`config.mk`:
```
export PLATFORM = sky130hd
export DESIGN_NAME = tx_dualq_sched
export DESIGN_NICKNAME = d
export VERILOG_FILES = /design/src/rtl/tsq_pkg.sv /design/src/rtl/tsq_queue_ctx.sv /design/src/rtl/tsq_arbiter.sv /design/src/rtl/tx_dualq_sched.sv
export SDC_FILE = /design/constraint.sdc
export NUM_CORES = 1
export LEC_CHECK = 0
export ABC_AREA = 0
export BUFFER_PORTS_ARGS = -buffer_cell sky130_fd_sc_hd__buf_2
export CAP_MARGIN = 20
export CELL_PAD_IN_SITES_DETAIL_PLACEMENT = 1
export CELL_PAD_IN_SITES_GLOBAL_PLACEMENT = 2
export CORE_MARGIN = 10
export CORE_UTILIZATION = 34
export DETAILED_ROUTE_END_ITERATION = 8
export PLACE_DENSITY = 0.81
export SYNTH_ARGS = -nofsm -noshare
export SYNTH_HDL_FRONTEND = slang
export SYNTH_SLANG_ARGS = --single-unit
```
`constraint.sdc`:
```
create_clock -name clk -period 6.3 [get_ports clk]
set_clock_uncertainty 0.2 [all_clocks]
set_input_delay 1.26 -clock clk [delete_from_list [all_inputs] [get_ports clk]]
set_output_delay 1.26 -clock clk [all_outputs]
set_load 0.1 [all_outputs]
```
`src/rtl/tsq_pkg.sv`:
```
package tsq_pkg;

  typedef enum logic { Q_HI = 1'b0, Q_LO = 1'b1 } tsq_q_e;

  typedef enum logic [1:0] { ST_IDLE, ST_FETCH, ST_RUN } tsq_st_e;

  // Queue choice at a block boundary. Urgent wins under preemption;
  // otherwise the last served queue is kept until it runs dry.
  function automatic tsq_q_e tsq_pick(input logic preempt, input tsq_q_e last,
                                      input logic hi_v, input logic lo_v);
    if (preempt)      return hi_v ? Q_HI : Q_LO;
    if (last == Q_HI) return hi_v ? Q_HI : Q_LO;
    return lo_v ? Q_LO : Q_HI;
  endfunction

endpackage

```
`src/rtl/tsq_queue_ctx.sv`:
```
module tsq_queue_ctx #(
  parameter int AW = 16
) (
  input  logic          clk,
  input  logic          rst_n,
  input  logic          start,
  input  logic [AW-1:0] start_addr,
  input  logic          take,
  input  logic [AW-1:0] take_next,
  input  logic          take_eol,
  output logic [AW-1:0] head,
  output logic          valid
);

  always_ff @(posedge clk or negedge rst_n) begin
    if (!rst_n) begin
      head  <= '0;
      valid <= 1'b0;
    end else if (take) begin
      head  <= take_next;
      valid <= !take_eol;
    end else if (start && !valid) begin
      head  <= start_addr;
      valid <= 1'b1;
    end
  end

  AST_START_IGNORED: assert property (@(posedge clk) disable iff (!rst_n)
    (start && valid && !take) |=> $stable(head));

  AST_TAKE_ADVANCE: assert property (@(posedge clk) disable iff (!rst_n)
    take |=> (head == $past(take_next)) && (valid == !$past(take_eol)));

endmodule

```
`src/rtl/tsq_arbiter.sv`:
```
module tsq_arbiter
  import tsq_pkg::*;
(
  input  logic   preempt_en,
  input  tsq_q_e last_q,
  input  logic   hi_valid,
  input  logic   lo_valid,
  output logic   grant,
  output tsq_q_e grant_q
);

  assign grant   = hi_valid | lo_valid;
  assign grant_q = tsq_pick(preempt_en, last_q, hi_valid, lo_valid);

endmodule

```
`src/rtl/tx_dualq_sched.sv`:
```
module tx_dualq_sched
  import tsq_pkg::*;
#(
  parameter int AW = 16,
  parameter int LW = 12
) (
  input  logic          clk,
  input  logic          rst_n,
  input  logic          preempt_en,
  input  logic          hp_start,
  input  logic [AW-1:0] hp_start_addr,
  input  logic          lp_start,
  input  logic [AW-1:0] lp_start_addr,
  output logic          fetch_req,
  output logic [AW-1:0] fetch_addr,
  input  logic          fetch_ack,
  input  logic [AW-1:0] fetch_next,
  input  logic [LW-1:0] fetch_len,
  input  logic          fetch_eol,
  output logic          cmd_valid,
  output logic [AW-1:0] cmd_addr,
  output logic [LW-1:0] cmd_len,
  output logic          cmd_hp,
  input  logic          cmd_done,
  output logic          done_valid,
  output logic [AW-1:0] done_addr,
  output logic          done_hp,
  input  logic          ptr_rd,
  output logic [AW-1:0] ptr_addr,
  output logic          ptr_empty
);

  localparam int NQ = 2;

  // queue contexts
  logic          q_start [NQ];
  logic [AW-1:0] q_saddr [NQ];
  logic          q_take  [NQ];
  logic [AW-1:0] q_head  [NQ];
  logic          q_valid [NQ];

  // named internal events
  tsq_st_e       state;
  tsq_q_e        last_q, cur_q, f_q, grant_q, take_q;
  logic          grant, sel_fire, use_pf, pf_issue;
  logic          ack_ok, ack_drop, take_from_fetch, take_fire;
  logic          f_spec, f_stale;
  logic          pf_valid, pf_eol;
  logic [AW-1:0] pf_addr, pf_next, sel_head, take_addr, take_next, cur_addr;
  logic [LW-1:0] pf_len, take_len, cur_len;
  logic          take_eol;

  assign q_start[0] = hp_start;
  assign q_saddr[0] = hp_start_addr;
  assign q_start[1] = lp_start;
  assign q_saddr[1] = lp_start_addr;

  for (genvar gi = 0; gi < NQ; gi++) begin : g_queue
    assign q_take[gi] = take_fire && (take_q == ((gi == 0) ? Q_HI : Q_LO));
    tsq_queue_ctx #(.AW(AW)) u_ctx (
      .clk        (clk),
      .rst_n      (rst_n),
      .start      (q_start[gi]),
      .start_addr (q_saddr[gi]),
      .take       (q_take[gi]),
      .take_next  (take_next),
      .take_eol   (take_eol),
      .head       (q_head[gi]),
      .valid      (q_valid[gi])
    );
  end

  tsq_arbiter u_arb (
    .preempt_en (preempt_en),
    .last_q     (last_q),
    .hi_valid   (q_valid[0]),
    .lo_valid   (q_valid[1]),
    .grant      (grant),
    .grant_q    (grant_q)
  );

  // selection waits for any prefetch still on the port
  assign sel_fire = (state == ST_IDLE) && !fetch_req && grant;
  assign sel_head = (grant_q == Q_HI) ? q_head[0] : q_head[1];
  assign use_pf   = sel_fire && (grant_q == Q_HI) && pf_valid;
  assign pf_issue = (state == ST_RUN) && !fetch_req && !pf_valid && q_valid[0];

  // a fence read poisons any urgent response in or after its cycle
  assign ack_ok   = fetch_req && fetch_ack && !((f_q == Q_HI) && (f_stale || ptr_rd));
  assign ack_drop = fetch_req && fetch_ack && !ack_ok;

  assign take_from_fetch = (state == ST_FETCH) && ack_ok && !f_spec;
  assign take_fire = use_pf || take_from_fetch;
  assign take_q    = use_pf ? Q_HI    : f_q;
  assign take_addr = use_pf ? pf_addr : fetch_addr;
  assign take_next = use_pf ? pf_next : fetch_next;
  assign take_len  = use_pf ? pf_len  : fetch_len;
  assign take_eol  = use_pf ? pf_eol  : fetch_eol;

  // fetch port
  always_ff @(posedge clk or negedge rst_n) begin
    if (!rst_n) begin
      fetch_req  <= 1'b0;
      fetch_addr <= '0;
      f_q        <= Q_HI;
      f_spec     <= 1'b0;
      f_stale    <= 1'b0;
    end else if (sel_fire && !use_pf) begin
      fetch_req  <= 1'b1;
      fetch_addr <= sel_head;
      f_q        <= grant_q;
      f_spec     <= 1'b0;
      f_stale    <= 1'b0;
    end else if (pf_issue) begin
      fetch_req  <= 1'b1;
      fetch_addr <= q_head[0];
      f_q        <= Q_HI;
      f_spec     <= 1'b1;
      f_stale    <= 1'b0;
    end else if (fetch_req && fetch_ack) begin
      fetch_req  <= ack_drop && !f_spec;   // re-read a poisoned demand fetch
      f_stale    <= 1'b0;
    end else if (fetch_req && ptr_rd && (f_q == Q_HI)) begin
      f_stale    <= 1'b1;
    end
  end

  // one-entry prefetch of the urgent head
  always_ff @(posedge clk or negedge rst_n) begin
    if (!rst_n) begin
      pf_valid <= 1'b0;
      pf_addr  <= '0;
      pf_next  <= '0;
      pf_len   <= '0;
      pf_eol   <= 1'b0;
    end else if (ptr_rd || use_pf) begin
      pf_valid <= 1'b0;
    end else if (ack_ok && f_spec) begin
      pf_valid <= 1'b1;
      pf_addr  <= fetch_addr;
      pf_next  <= fetch_next;
      pf_len   <= fetch_len;
      pf_eol   <= fetch_eol;
    end
  end

  // command sequencing
  always_ff @(posedge clk or negedge rst_n) begin
    if (!rst_n) begin
      state      <= ST_IDLE;
      last_q     <= Q_HI;
      cur_q      <= Q_HI;
      cur_addr   <= '0;
      cur_len    <= '0;
      done_valid <= 1'b0;
      done_addr  <= '0;
      done_hp    <= 1'b0;
    end else begin
      unique case (state)
        ST_IDLE:  if (use_pf) state <= ST_RUN;
                  else if (sel_fire) state <= ST_FETCH;
        ST_FETCH: if (take_from_fetch) state <= ST_RUN;
        ST_RUN:   if (cmd_done) state <= ST_IDLE;
        default:  state <= ST_IDLE;
      endcase
      if (take_fire) begin
        cur_addr <= take_addr;
        cur_len  <= take_len;
        cur_q    <= take_q;
        last_q   <= take_q;
      end
      done_valid <= (state == ST_RUN) && cmd_done;
      done_addr  <= cur_addr;
      done_hp    <= (cur_q == Q_HI);
    end
  end

  assign cmd_valid = (state == ST_RUN);
  assign cmd_addr  = cur_addr;
  assign cmd_len   = cur_len;
  assign cmd_hp    = (cur_q == Q_HI);
  assign ptr_addr  = q_head[0];
  assign ptr_empty = !q_valid[0];

  AST_HI_FIRST: assert property (@(posedge clk) disable iff (!rst_n)
    (sel_fire && preempt_en && q_valid[0]) |-> (grant_q == Q_HI));

  AST_STICKY_QUEUE: assert property (@(posedge clk) disable iff (!rst_n)
    (sel_fire && !preempt_en && ((last_q == Q_HI) ? q_valid[0] : q_valid[1]))
      |-> (grant_q == last_q));

  AST_CMD_HOLD: assert property (@(posedge clk) disable iff (!rst_n)
    (cmd_valid && !cmd_done) |=> cmd_valid && $stable(cmd_addr) && $stable(cmd_len));

  AST_FENCE_CLEAR: assert property (@(posedge clk) disable iff (!rst_n)
    ptr_rd |=> !pf_valid);

  AST_DONE_PULSE: assert property (@(posedge clk) disable iff (!rst_n)
    (cmd_valid && cmd_done) |=> done_valid && (done_addr == $past(cmd_addr)));

  AST_REQ_HOLD: assert property (@(posedge clk) disable iff (!rst_n)
    (fetch_req && !fetch_ack) |=> fetch_req && $stable(fetch_addr));

  AST_PF_AT_HEAD: assert property (@(posedge clk) disable iff (!rst_n)
    pf_valid |-> (q_valid[0] && (pf_addr == q_head[0])));

endmodule

```
Word level (Yosys, flattened, before mapping). Index checks and enable logic that the tools add are counted.

Output and inout port bits: 82. Input port bits: 69. Bits in registers: 149.

Muxes and demuxes: 43. Reductions and logical operators: 44. Equal/unequal tests: 5. Bitwise gates (word level): 6.

Operators with widths (count): $mux W16 (9); $mux W1 (28); $logic_and A1 B1 Y1 (23); $mux W12 (1); $logic_not A1 Y1 (9); $mux W2 (4); $reduce_bool A2 Y1 (4); $pmux W2 S3 (1); $not A1 Y1 (5); $reduce_bool A4 Y1 (1); $logic_or A1 B1 Y1 (3); $ne A3 B3 Y1 const B (1); $reduce_and A3 Y1 (1); $reduce_bool A3 Y1 (1); $eq A2 B1 Y1 const B (1); $eq A2 B2 Y1 const B (1); $logic_not A2 Y1 (1); $ne A2 B1 Y1 const B (1); $ne A2 B2 Y1 const B (1); $reduce_and A2 Y1 (1); $or A1 B1 Y1 (1).

Longest topological paths before layout. Gate-level depths: netlist (run 1).

Depth in word-level cells: 12. Depth in mapped cells: 8. Mapped depth without buffers: 4.

Hierarchy. Synthesis (run 1) repeated with hierarchy kept, for this count alone.

Cell total of the unflattened synthesis: 599. Area total of the unflattened synthesis: 7124.3 µm².

By module, submodules not included: tx_dualq_sched (sequential area each 2877.8 µm², area each 5218.8 µm², cells each 411, instances 1); tsq_queue_ctx (sequential area each 425.4 µm², area each 935.9 µm², cells each 92, instances 2); tsq_arbiter (sequential area each 0.0 µm², area each 33.8 µm², cells each 4, instances 1).

Worst setup path before layout (run 1). Ideal clock, no wire load.

Path kind: in2reg. Start: in preempt_en. End: reg fetch_addr[8]. Data arrival time: 2.645 ns. Stages: 5. Setup slack: 3.329 ns. Setup time: 0.126 ns. Cell sequence: nand2b_1 a211oi_4 buf_6 mux2_2 mux2_4.

Longest elaborated chain between the ends: 8. Elaborated cells on any way between the ends: 10. Classes of those cells: 4 x mux; 1 x bitwise; 5 x reduce/logical.

Ends and longest elaborated chain: from (decl) (RTL line tx_dualq_sched.sv:9) `input logic preempt_en,`; $mux W1 * (RTL line tsq_pkg.sv:11) `if (preempt) return hi_v ? Q_HI : Q_LO;`; $mux W1 * (RTL line tsq_pkg.sv:12) `if (last == Q_HI) return hi_v ? Q_HI : Q_LO;`; $not A1 Y1 (RTL line tx_dualq_sched.sv:85) `assign use_pf = sel_fire && (grant_q == Q_HI) && pf_valid;`; $logic_and A1 B1 Y1 (2 in a row) (RTL line tx_dualq_sched.sv:85); $logic_not A1 Y1 (RTL line tx_dualq_sched.sv:108) `end else if (sel_fire && !use_pf) begin`; $logic_and A1 B1 Y1 (RTL line tx_dualq_sched.sv:108); $mux W16 / $reduce_bool A2 Y1 (equally long branches); to (signal assigned) (RTL line tx_dualq_sched.sv:110) `fetch_addr <= sel_head;`; to (signal assigned) (RTL line tx_dualq_sched.sv:116) `fetch_addr <= q_head[0];`; to (decl) (RTL line tx_dualq_sched.sv:15) `output logic [AW-1:0] fetch_addr,`.

Mark *: on every way between the ends. The rest lies on a longest branch, timed or not. A chain may end at the register's enable or synchronous reset.

Final worst setup path (run 1).
Start: in ptr_rd. End: reg pf_addr[14].

Longest elaborated chain between the ends: 6. Elaborated cells on any way between the ends: 8. Classes of those cells: 1 x bitwise; 7 x reduce/logical.

Ends and longest elaborated chain: from (decl) (RTL line tx_dualq_sched.sv:28) `input logic ptr_rd,`; $logic_or A1 B1 Y1 (RTL line tx_dualq_sched.sv:89) `assign ack_ok = fetch_req && fetch_ack && !((f_q == Q_HI) && (f_stale || ptr_rd));`; $logic_and A1 B1 Y1 (RTL line tx_dualq_sched.sv:89); $logic_not A1 Y1 (RTL line tx_dualq_sched.sv:89); $logic_and A1 B1 Y1 (RTL line tx_dualq_sched.sv:89); $logic_and A1 B1 Y1 (RTL line tx_dualq_sched.sv:138) `end else if (ack_ok && f_spec) begin`; $reduce_and A2 Y1 (no source line) *; to (signal assigned) (RTL line tx_dualq_sched.sv:140) `pf_addr <= fetch_addr;`; to (decl) (RTL line tx_dualq_sched.sv:49) `logic [AW-1:0] pf_addr, pf_next, sel_head, take_addr, take_next, cur_addr;`.

Marked as above.

==> impl_metrics.json, run 1 <==
{
  "fin_crit_ps": 3320,
  "rsz0062_at_grt": "no",
  "track_usage_pct": 14.8,
  "slew_headroom_pct": 35.4,
  "crit_path_start_kind": "input port",
  "cts_buffers": 17,
  "globalplace.congestion": 0.751,
  "via_per_inst": 5.07,
  "syn-num-nets": 576,
  "h-tree-depth": 4,
  "grt_util_met2_pct": 25.6,
  "setup-tns-final_ps": 0,
  "reg2reg_to": "fetch_addr[6]$_DFFE_PN0P_",
  "tightest_slew_ps": 969,
  "place_ws_ps": 2580,
  "routed_wirelength_um": 17900,
  "die_x_um": 156,
  "ys_ff_latch": 149,
  "fillers": 1978,
  "critical-path-slowest-cell": "nor2_4",
  "critPathMaxFanout": 29,
  "grt_pass1_vias": 5175,
  "whs_path_depth": 0,
  "avgRoutedWirePerCell_um": 20.1,
  "synthCells": 507,
  "path_buf_inv": 2,
  "cp_top_family": "simple AND/OR/NAND/NOR gates",
  "port-buffer-count": 150,
  "arrival_ps": 3410,
  "start_util_pct": 34.8,
  "post_cts_buffers": 0,
  "min_from": "cmd_addr[10]$_DFFE_PN0P_",
  "fin_util_pct": 43.4,
  "max_freq_ghz": 0.301,
  "n_antenna_cell": 0,
  "layout_common_cells": "dfrtp_1, buf_2, mux2_2",
  "dp_hpwl_um": 12400,
  "crit_start": "ptr_rd",
  "cts.sinks": 149,
  "status": "completed",
  "fin_ws_ps": 2980,
  "cts_hold_buf": 0,
  "grt_max_degree": 100,
  "synth_area_per_cell_um2": 12.5,
  "clockBufferDepth": 2,
  "dr_total_vias": 4524,
  "antenna_found_initial": 0,
  "hp-class": "reg -> reg",
  "gr-total-overflow": 0,
  "path_cells": "buf_2 -> o21bai_1 -> nand4_1 -> nor2_4 -> buf_4 -> mux2_2",
  "endpoint_kind": "flop",
  "clock_latency_ps": 420,
  "drv_cap": 0,
  "coreArea_um2": 18100,
  "cts_root_buf": "clkbuf_16",
  "holdWs_ps": 200,
  "ant_nets": 0,
  "busiest_layer": "met2",
  "areaGrowthSynthToFinish_pct": 24.7,
  "crit_required_ps": 6390,
  "seq_area_frac_synth_pct": 59.0,
  "drc": 0,
  "rows": 49,
  "met3_usage_pct": 4.58,
  "rrSetupSlack_ps": 3380,
  "critPathMaxStageDelay_ps": 750,
  "die-area_um2": 24400,
  "period_share_pct": 52.7,
  "synth.distinct_cells": 33,
  "r2r_start": "state[0]$_DFFE_PN0P_",
  "hold_end": "done_addr[10]$_DFF_PN0_",
  "pin_count": 151,
  "finalHoldViolations": 0,
  "layout-drive-gt1-share_pct": 39.9,
  "drv_slew": 0,
  "path_clk_slew_ps": 60,
  "reg2reg_depth": 5,
  "die_h_um": 156,
  "dr.pass1.iters": 4,
  "cts_tree": "done",
  "yosysWarnings": 0,
  "final_nets": 720,
  "use_met1_pct": 17.4,
  "grt_pass1_wl_um": 28600,
  "synth.cell_area_um2": 6310,
  "post_cts_resized": 0,
  "path_class": "in -> reg",
  "drt_iter0_drc": 228,
  "finalSetupViolations": 0
}
-- state kept, by name, indices dropped and copies added (netlist names), 2 cells and up --
| register | cells |
|---|---|
| cmd_addr | 16 |
| state | 2 |
| g_queue.u_ctx.valid | 2 |
| fetch_addr | 16 |
| pf_next | 16 |
| done_addr | 16 |
| g_queue.u_ctx.head | 32 |
| pf_addr | 16 |
| cmd_len | 12 |
| pf_len | 12 |
-- how the worst max path moves through the flow --
stage / to / cells after the start / slack, ps
floorplan: fetch_addr[8]$_DFFE_PN0P_ / 5 / 3330
global placement: pf_addr[13]$_DFFE_PN0P_ / 6 / 2650
detailed placement: pf_next[12]$_DFFE_PN0P_ / 6 / 2580
CTS: pf_addr[14]$_DFFE_PN0P_ / 6 / 3010
global route: pf_addr[15]$_DFFE_PN0P_ / 6 / 2880
finish: pf_addr[14]$_DFFE_PN0P_ / 6 / 2980
-- logic make-up after synthesis --
logic type,Yosys count,synth area share (%)
simple gates,116,8.18
flops,149,59.0
mux,95,17.0
compound gates,107,12.6
buf+inv,40,3.19
-- worst reg2reg max path, stage by stage, from the launching register on --
cell and delay (ps):
dfrtp_1 460, or3_4 410, a211oi_4 200, buf_4 320, a21o_1 770, mux2_2 430
-- layer usage --
metal  vias to the layer above  wire, um  part of all wire (%)
met5                         -         0                     0
met3                        17      1070                   5.9
met2                       103      9140                    51
li1                       2084         -                     -
met4                         0       188                   1.0
met1                      2320      7550                    42
-- stage by stage --
step	instance area, um2	std cells
CTS	7880	893
detailed placement	7260	861
floorplan	6310	507
global placement	7260	861
finish	7880	893
global route	7880	893
-- Yosys cell counts --
cell      number  area share, %
dfrtp_1      149             59
mux2_2        63             11
nand2_1       48            2.9
nor2_1        38            2.3
a21o_1        30            3.6
a22o_1        28            3.9
a21oi_1       19            1.5
clkbuf_1      18            1.1
and3_1        17            1.7
mux2i_1       17            2.7
o31ai_1       17            2.0
buf_2         10           0.79
mux2_1         8            1.4
mux2_4         7            1.7
inv_1          6           0.36
o21ai_0        5           0.40
nand2b_1       4           0.40
buf_6          3           0.53
a211oi_1       2           0.24
buf_1          2           0.12
nand4_1        2           0.20
nor2b_1        2           0.20
o21bai_1       2           0.24
a211oi_4       1           0.32
a31oi_1        1          0.099
and2_1         1          0.099
buf_12         1           0.32
nand3_1        1          0.079
nor3_1         1          0.079
nor4bb_1       1           0.16
o2111a_1       1           0.18
o21a_1         1           0.12
or3_4          1           0.18
-- area by class of cell --
class	count	area (um2)	area share (%)
clock buffers	20	437	5.54
clock inverters	12	176	2.24
inverters	6	22.5	0.286
multi-input cells	318	2400	30.5
flip-flops and latches	149	3730	47.3
well taps	229	287	3.64
repair buffers	159	825	10.5
Power of run 1 is not shown: default switching activity piles up to over one toggle a cycle in this logic, so the estimate is an artifact.
==> run 2: changes to the inputs <==
CORE_UTILIZATION = 32   (was 34)
PLACE_DENSITY = 0.8   (was 0.81)
clock period = 2.76 ns   (was 6.3 ns; I/O delays follow)
==> run 2 against run 1 <==
Non-clock buffer count up 13. Sequential share of layout area shrank 1.3 points. Clock-buffer cell count is 2 lower. Worst hold slack lost 32 ps. Die area increased by 5.4%. Sequential cell count stayed put. Via count increased by 1.8%. Register-to-register slack got worse by 3000 ps. Setup slack worse by 2600 ps.
==> impl_metrics.json, run 2 (same netlist as run 1, synthesis figures left out) <==
{
  "tightest_slew_ps": 634,
  "crit_required_ps": 2010,
  "cts_root_buf": "clkbuf_16",
  "coreArea_um2": 19500,
  "finalSetupViolations": 0,
  "slew_headroom_pct": 57.7,
  "period_share_pct": 86.7,
  "finalHoldViolations": 0,
  "globalplace.congestion": 0.780,
  "endpoint_kind": "primary output",
  "drv_slew": 0,
  "clockBufferDepth": 2,
  "cts_tree": "done",
  "critPathMaxStageDelay_ps": 470,
  "pin_count": 151,
  "gr-total-overflow": 0,
  "placed_cells": 909,
  "grt_pass1_wl_um": 29800,
  "clock_latency_ps": 420,
  "antenna_found_initial": 0,
  "arrival_ps": 1640,
  "dr_total_vias": 4607,
  "crit_path_start_kind": "flop",
  "final_nets": 733,
  "port-buffer-count": 150,
  "via_per_inst": 4.89,
  "drv_cap": 0,
  "rrSetupSlack_ps": 390,
  "die_h_um": 160,
  "cts.sinks": 149,
  "fillers": 2136,
  "max_freq_ghz": 0.418,
  "status": "completed",
  "cp_top_family": "buffers and inverters",
  "drt_iter0_drc": 201,
  "critPathMaxFanout": 8,
  "critical-path-slowest-cell": "dfrtp_1",
  "start_util_pct": 32.4,
  "layout_common_cells": "buf_2, dfrtp_1, mux2_2",
  "grt_pass1_vias": 5136,
  "dr.pass1.iters": 4,
  "regMostFlops": "g_queue.u_ctx.head",
  "layout-drive-gt1-share_pct": 41.5,
  "n_antenna_cell": 0,
  "post_cts_resized": 0,
  "rows": 51,
  "dp_hpwl_um": 13400,
  "post_cts_buffers": 0,
  "path_cells": "nand2b_1 -> inv_1 -> buf_2",
  "path_clk_slew_ps": 60,
  "path_buf_inv": 2,
  "path_class": "reg -> out",
  "drc": 0,
  "setup-tns-final_ps": 0,
  "ant_nets": 0,
  "track_usage_pct": 14.7,
  "largest_reg_flops": 32,
  "final_common_cell": "buf_2",
  "layout.cells.non_filler": 942,
  "die-area_um2": 25800,
  "h-tree-depth": 4,
  "grt_max_degree": 66,
  "routed_wirelength_um": 18700,
  "fin_util_pct": 41.7,
  "fin_crit_ps": 2390,
  "avgRoutedWirePerCell_um": 19.9,
  "cts_buffers": 17,
  "rsz0062_at_grt": "no",
  "areaGrowthSynthToFinish_pct": 28.4,
  "die_x_um": 160,
  "hp-class": "in -> reg"
}
[run 2: cell types whose count changed in the layout (fill, tap and decap cells not counted), sizes merged]
cell / before / now
clkbuf: 20 / 18
buf: 159 / 171
dlygate4sd3: 0 / 1
inv: 8 / 10
[run 2: per-layer routing]
layer  wire (um)  GRT usage [%]
met1        7950           17.4
met2        9570           25.3
met3         950           4.12
met4         265           4.76
met5           0              0
[run 2: repair_timing]
action | 4_1_cts | 5_1_grt
hold buffers | 1 | 0
hold endpoints to repair | 61 | 0
endpoints found under the setup margin | 0 | 0
[run 2: worst paths after layout]
path | cells after the start | from | end
setup / recovery | 3 | state[0]$_DFFE_PN0P_ | cmd_valid
hold / removal | 2 | fetch_ack | f_stale$_DFFE_PN0P_
setup reg to reg | 5 | state[0]$_DFFE_PN0P_ | fetch_addr[5]$_DFFE_PN0P_
hold reg to reg | 0 | cmd_addr[14]$_DFFE_PN0P_ | done_addr[14]$_DFF_PN0_
max in group asynchronous | 3 | rst_n | fetch_addr[15]$_DFFE_PN0P_
min in group asynchronous | 2 | rst_n | done_addr[12]$_DFF_PN0_
[run 2: stage by stage]
step           instance area [um2]  worst slack [ps]  hold slack (ps)
2_1_floorplan                 6320               238             56.4
3_3_place_gp                  7460               344              181
3_5_place_dp                  7460               299              186
4_1_cts                       8110               371              147
5_1_grt                       8110               282              161
6_report                      8110               368              168
[run 2: layout make-up]
class                   instances  area, um2  area share (%)
inverters                       6       22.5           0.278
repair buffers                172        987            12.2
clock inverters                14        198            2.44
multi-input cells             318       2400            29.6
flip-flops and latches        149       3730            46.0
well taps                     265        332            4.09
clock buffers                  18        439            5.42
[run 2: worst reg2reg max path, stage by stage (launching register included)]
cell and delay (ps):
dfrtp_1 470, or3_4 420, a211oi_4 250, buf_4 280
mux2_2 370, mux2_2 270
Power of run 2 is left out for the same reason.
==> run 3: changes to the inputs <==
ABC_AREA = 1   (was 0)
CORE_UTILIZATION = 29   (was 32)
==> run 3 against run 2 <==
Clock-buffer cell count grew 1. Synthesized cell count grew 50%. Sequential share of layout area shrank 1.4 points. Largest cell class unchanged. Highest routed layer unchanged.
==> impl_metrics.json, run 3 <==
{
  "die-area_um2": 29500,
  "antenna_found_initial": 0,
  "via_per_inst": 4.63,
  "crit_path_start_kind": "flop",
  "fin_crit_ps": 2340,
  "post_cts_buffers": 0,
  "tightest_slew_ps": 581,
  "regMostFlops": "g_queue.u_ctx.head",
  "setup-tns-final_ps": 0,
  "finalHoldViolations": 0,
  "arrival_ps": 2450,
  "largest_reg_flops": 32,
  "cts.sinks": 149,
  "finalSetupViolations": 0,
  "ant_nets": 0,
  "period_share_pct": 84.9,
  "pin_count": 151,
  "h-tree-depth": 4,
  "die_h_um": 172,
  "critical-path-slowest-cell": "nor2_8",
  "synth_compound_area_share_pct": 11.7,
  "hold_end": "done_valid$_DFF_PN0_",
  "ys_async_sr_fraction_pct": 100,
  "reg2reg_depth": 7,
  "synth_area_per_cell_um2": 8.77,
  "port-buffer-count": 150,
  "synthXorXnorAreaFrac_pct": 0,
  "clockBufferDepth": 2,
  "avgRoutedWirePerCell_um": 17.4,
  "layout_common_cells": "nand2_1, dfrtp_1, buf_2",
  "synth_top_family_by_area": "simple AND/OR/NAND/NOR gates",
  "path_clk_slew_ps": 60,
  "critPathMaxFanout": 28,
  "dr_total_vias": 5587,
  "syn-num-nets": 831,
  "status": "completed",
  "layout-drive-gt1-share_pct": 25.1,
  "muxShareOfSynthArea_pct": 0,
  "cts_root_buf": "clkbuf_16",
  "critPathMaxStageDelay_ps": 570,
  "synth_edf_count": 0,
  "final_common_cell": "nand2_1",
  "whs_path_depth": 3,
  "n_antenna_cell": 0,
  "rows": 55,
  "path_cells": "nor2_1 -> nand3_2 -> nor2_8 -> nor2_2 -> buf_12 -> nand2_1 -> nand2_1",
  "synthCells": 762,
  "reg2reg_to": "cmd_addr[7]$_DFFE_PN0P_",
  "fin_util_pct": 37.0,
  "final_nets": 979,
  "grt_pass1_wl_um": 33500,
  "slew_headroom_pct": 61.2,
  "cts_tree": "done",
  "crit_path_frequent_cell": "nand2_1",
  "cts_buffers": 17,
  "r2r_start": "state[1]$_DFFE_PN0P_",
  "grt_pass1_vias": 5882,
  "die_x_um": 172,
  "rrSetupSlack_ps": 420,
  "min_from": "cmd_done",
  "hp-class": "in -> reg",
  "track_usage_pct": 14.6,
  "cts_hold_buf": 1,
  "synthAdderAreaFrac_pct": 0,
  "holdWs_ps": 153,
  "gr-total-overflow": 0,
  "post_cts_resized": 0,
  "synth.cell_area_um2": 6680,
  "path_class": "reg -> reg",
  "ys.flop_type": "dfrtp_1",
  "drv_cap": 0,
  "drt_iter0_drc": 328,
  "routed_wirelength_um": 21000,
  "areaGrowthSynthToFinish_pct": 25.3,
  "drc": 0,
  "yosysMostFrequentCell": "nand2_1",
  "start_util_pct": 29.5,
  "synth-simple-area-share_pct": 24.3,
  "drv_slew": 0,
  "crit_required_ps": 2860,
  "endpoint_kind": "flop",
  "grt_max_degree": 57,
  "ys_ff_latch": 149,
  "rsz0062_at_grt": "no",
  "synth_top_cells_by_count": "nand2_1, dfrtp_1, inv_1",
  "coreArea_um2": 22600,
  "synthTopCellsByArea": "dfrtp_1, nand2_1, nand3_1",
  "globalplace.congestion": 0.782,
  "synth.distinct_cells": 33,
  "dr.pass1.iters": 4,
  "dp_hpwl_um": 15700,
  "yosysWarnings": 0,
  "synth_area_leader_cell": "dfrtp_1",
  "synth_top_area_share_pct": 55.8,
  "seq_area_frac_synth_pct": 55.8,
  "max_freq_ghz": 0.427,
  "clock_latency_ps": 420
}
## run 3: cell count changes in the layout (fill, tap and decap cells not counted), moves of 28 or more
cell,previous run,this run
a22oi_1,0,28
a21o_1,30,0
inv_1,6,75
o21ai_1,0,46
nand3_1,1,73
mux2_2,63,0
a22o_1,28,0
nand2_1,48,255
## run 3: how the worst max path moves through the flow
| stage | from | to | depth (start not counted) |
|---|---|---|---|
| 6_report | state[1]$_DFFE_PN0P_ | cmd_addr[7]$_DFFE_PN0P_ | 7 |
| 5_1_grt | state[1]$_DFFE_PN0P_ | cmd_addr[7]$_DFFE_PN0P_ | 7 |
| 4_1_cts | state[1]$_DFFE_PN0P_ | cmd_addr[7]$_DFFE_PN0P_ | 7 |
| 3_3_place_gp | fetch_req$_DFFE_PN0N_ | cmd_len[4]$_DFFE_PN0P_ | 6 |
| 2_1_floorplan | fetch_req$_DFFE_PN0N_ | g_queue[0].u_ctx.head[14]$_DFFE_PN0P_ | 9 |
| 3_5_place_dp | state[1]$_DFFE_PN0P_ | cmd_addr[7]$_DFFE_PN0P_ | 7 |
## run 3: cell type report
type                            instances  area, um2
Inverter                               82        310
Fill cell                            2697      14300
Timing Repair Buffer                  167        937
Sequential cell                       149       3730
Tap cell                              285        357
Multi-Input combinational cell        493       2420
Clock inverter                         12        178
Clock buffer                           19        443
## run 3: logic make-up after synthesis
| group | Yosys count |
|---|---|
| buffers and inverters | 120 |
| AND/OR/NAND/NOR | 371 |
| flip-flops | 149 |
| AO/OA/AOI/OAI | 122 |
## run 3: metrics by stage
stage / worst slack (ps) / instances / area (um2)
after floorplan: 395 / 762 / 6680
after global placement: 450 / 1175 / 7740
after detailed placement: 397 / 1175 / 7740
after CTS: 376 / 1207 / 8370
after global routing: 220 / 1207 / 8370
final: 416 / 1207 / 8370
## run 3: worst max-delay path, delay by kind of cell, from the launching register on
kind / cells / cell delay (ps)
AND/OR/NAND/NOR: 6 / 1410
flip-flops: 1 / 390
buffers and inverters: 1 / 210
## run 3: routing by layer
layer  up-vias  global-route usage (%)  share of wire (%)
li1       2768                       -                  -
met3        15                    3.60                6.1
met2       144                    23.2                 47
met1      2660                    19.2                 46
met5         -                       0                  0
met4         0                    4.35               0.90
Power of run 3 is left out for the same reason.
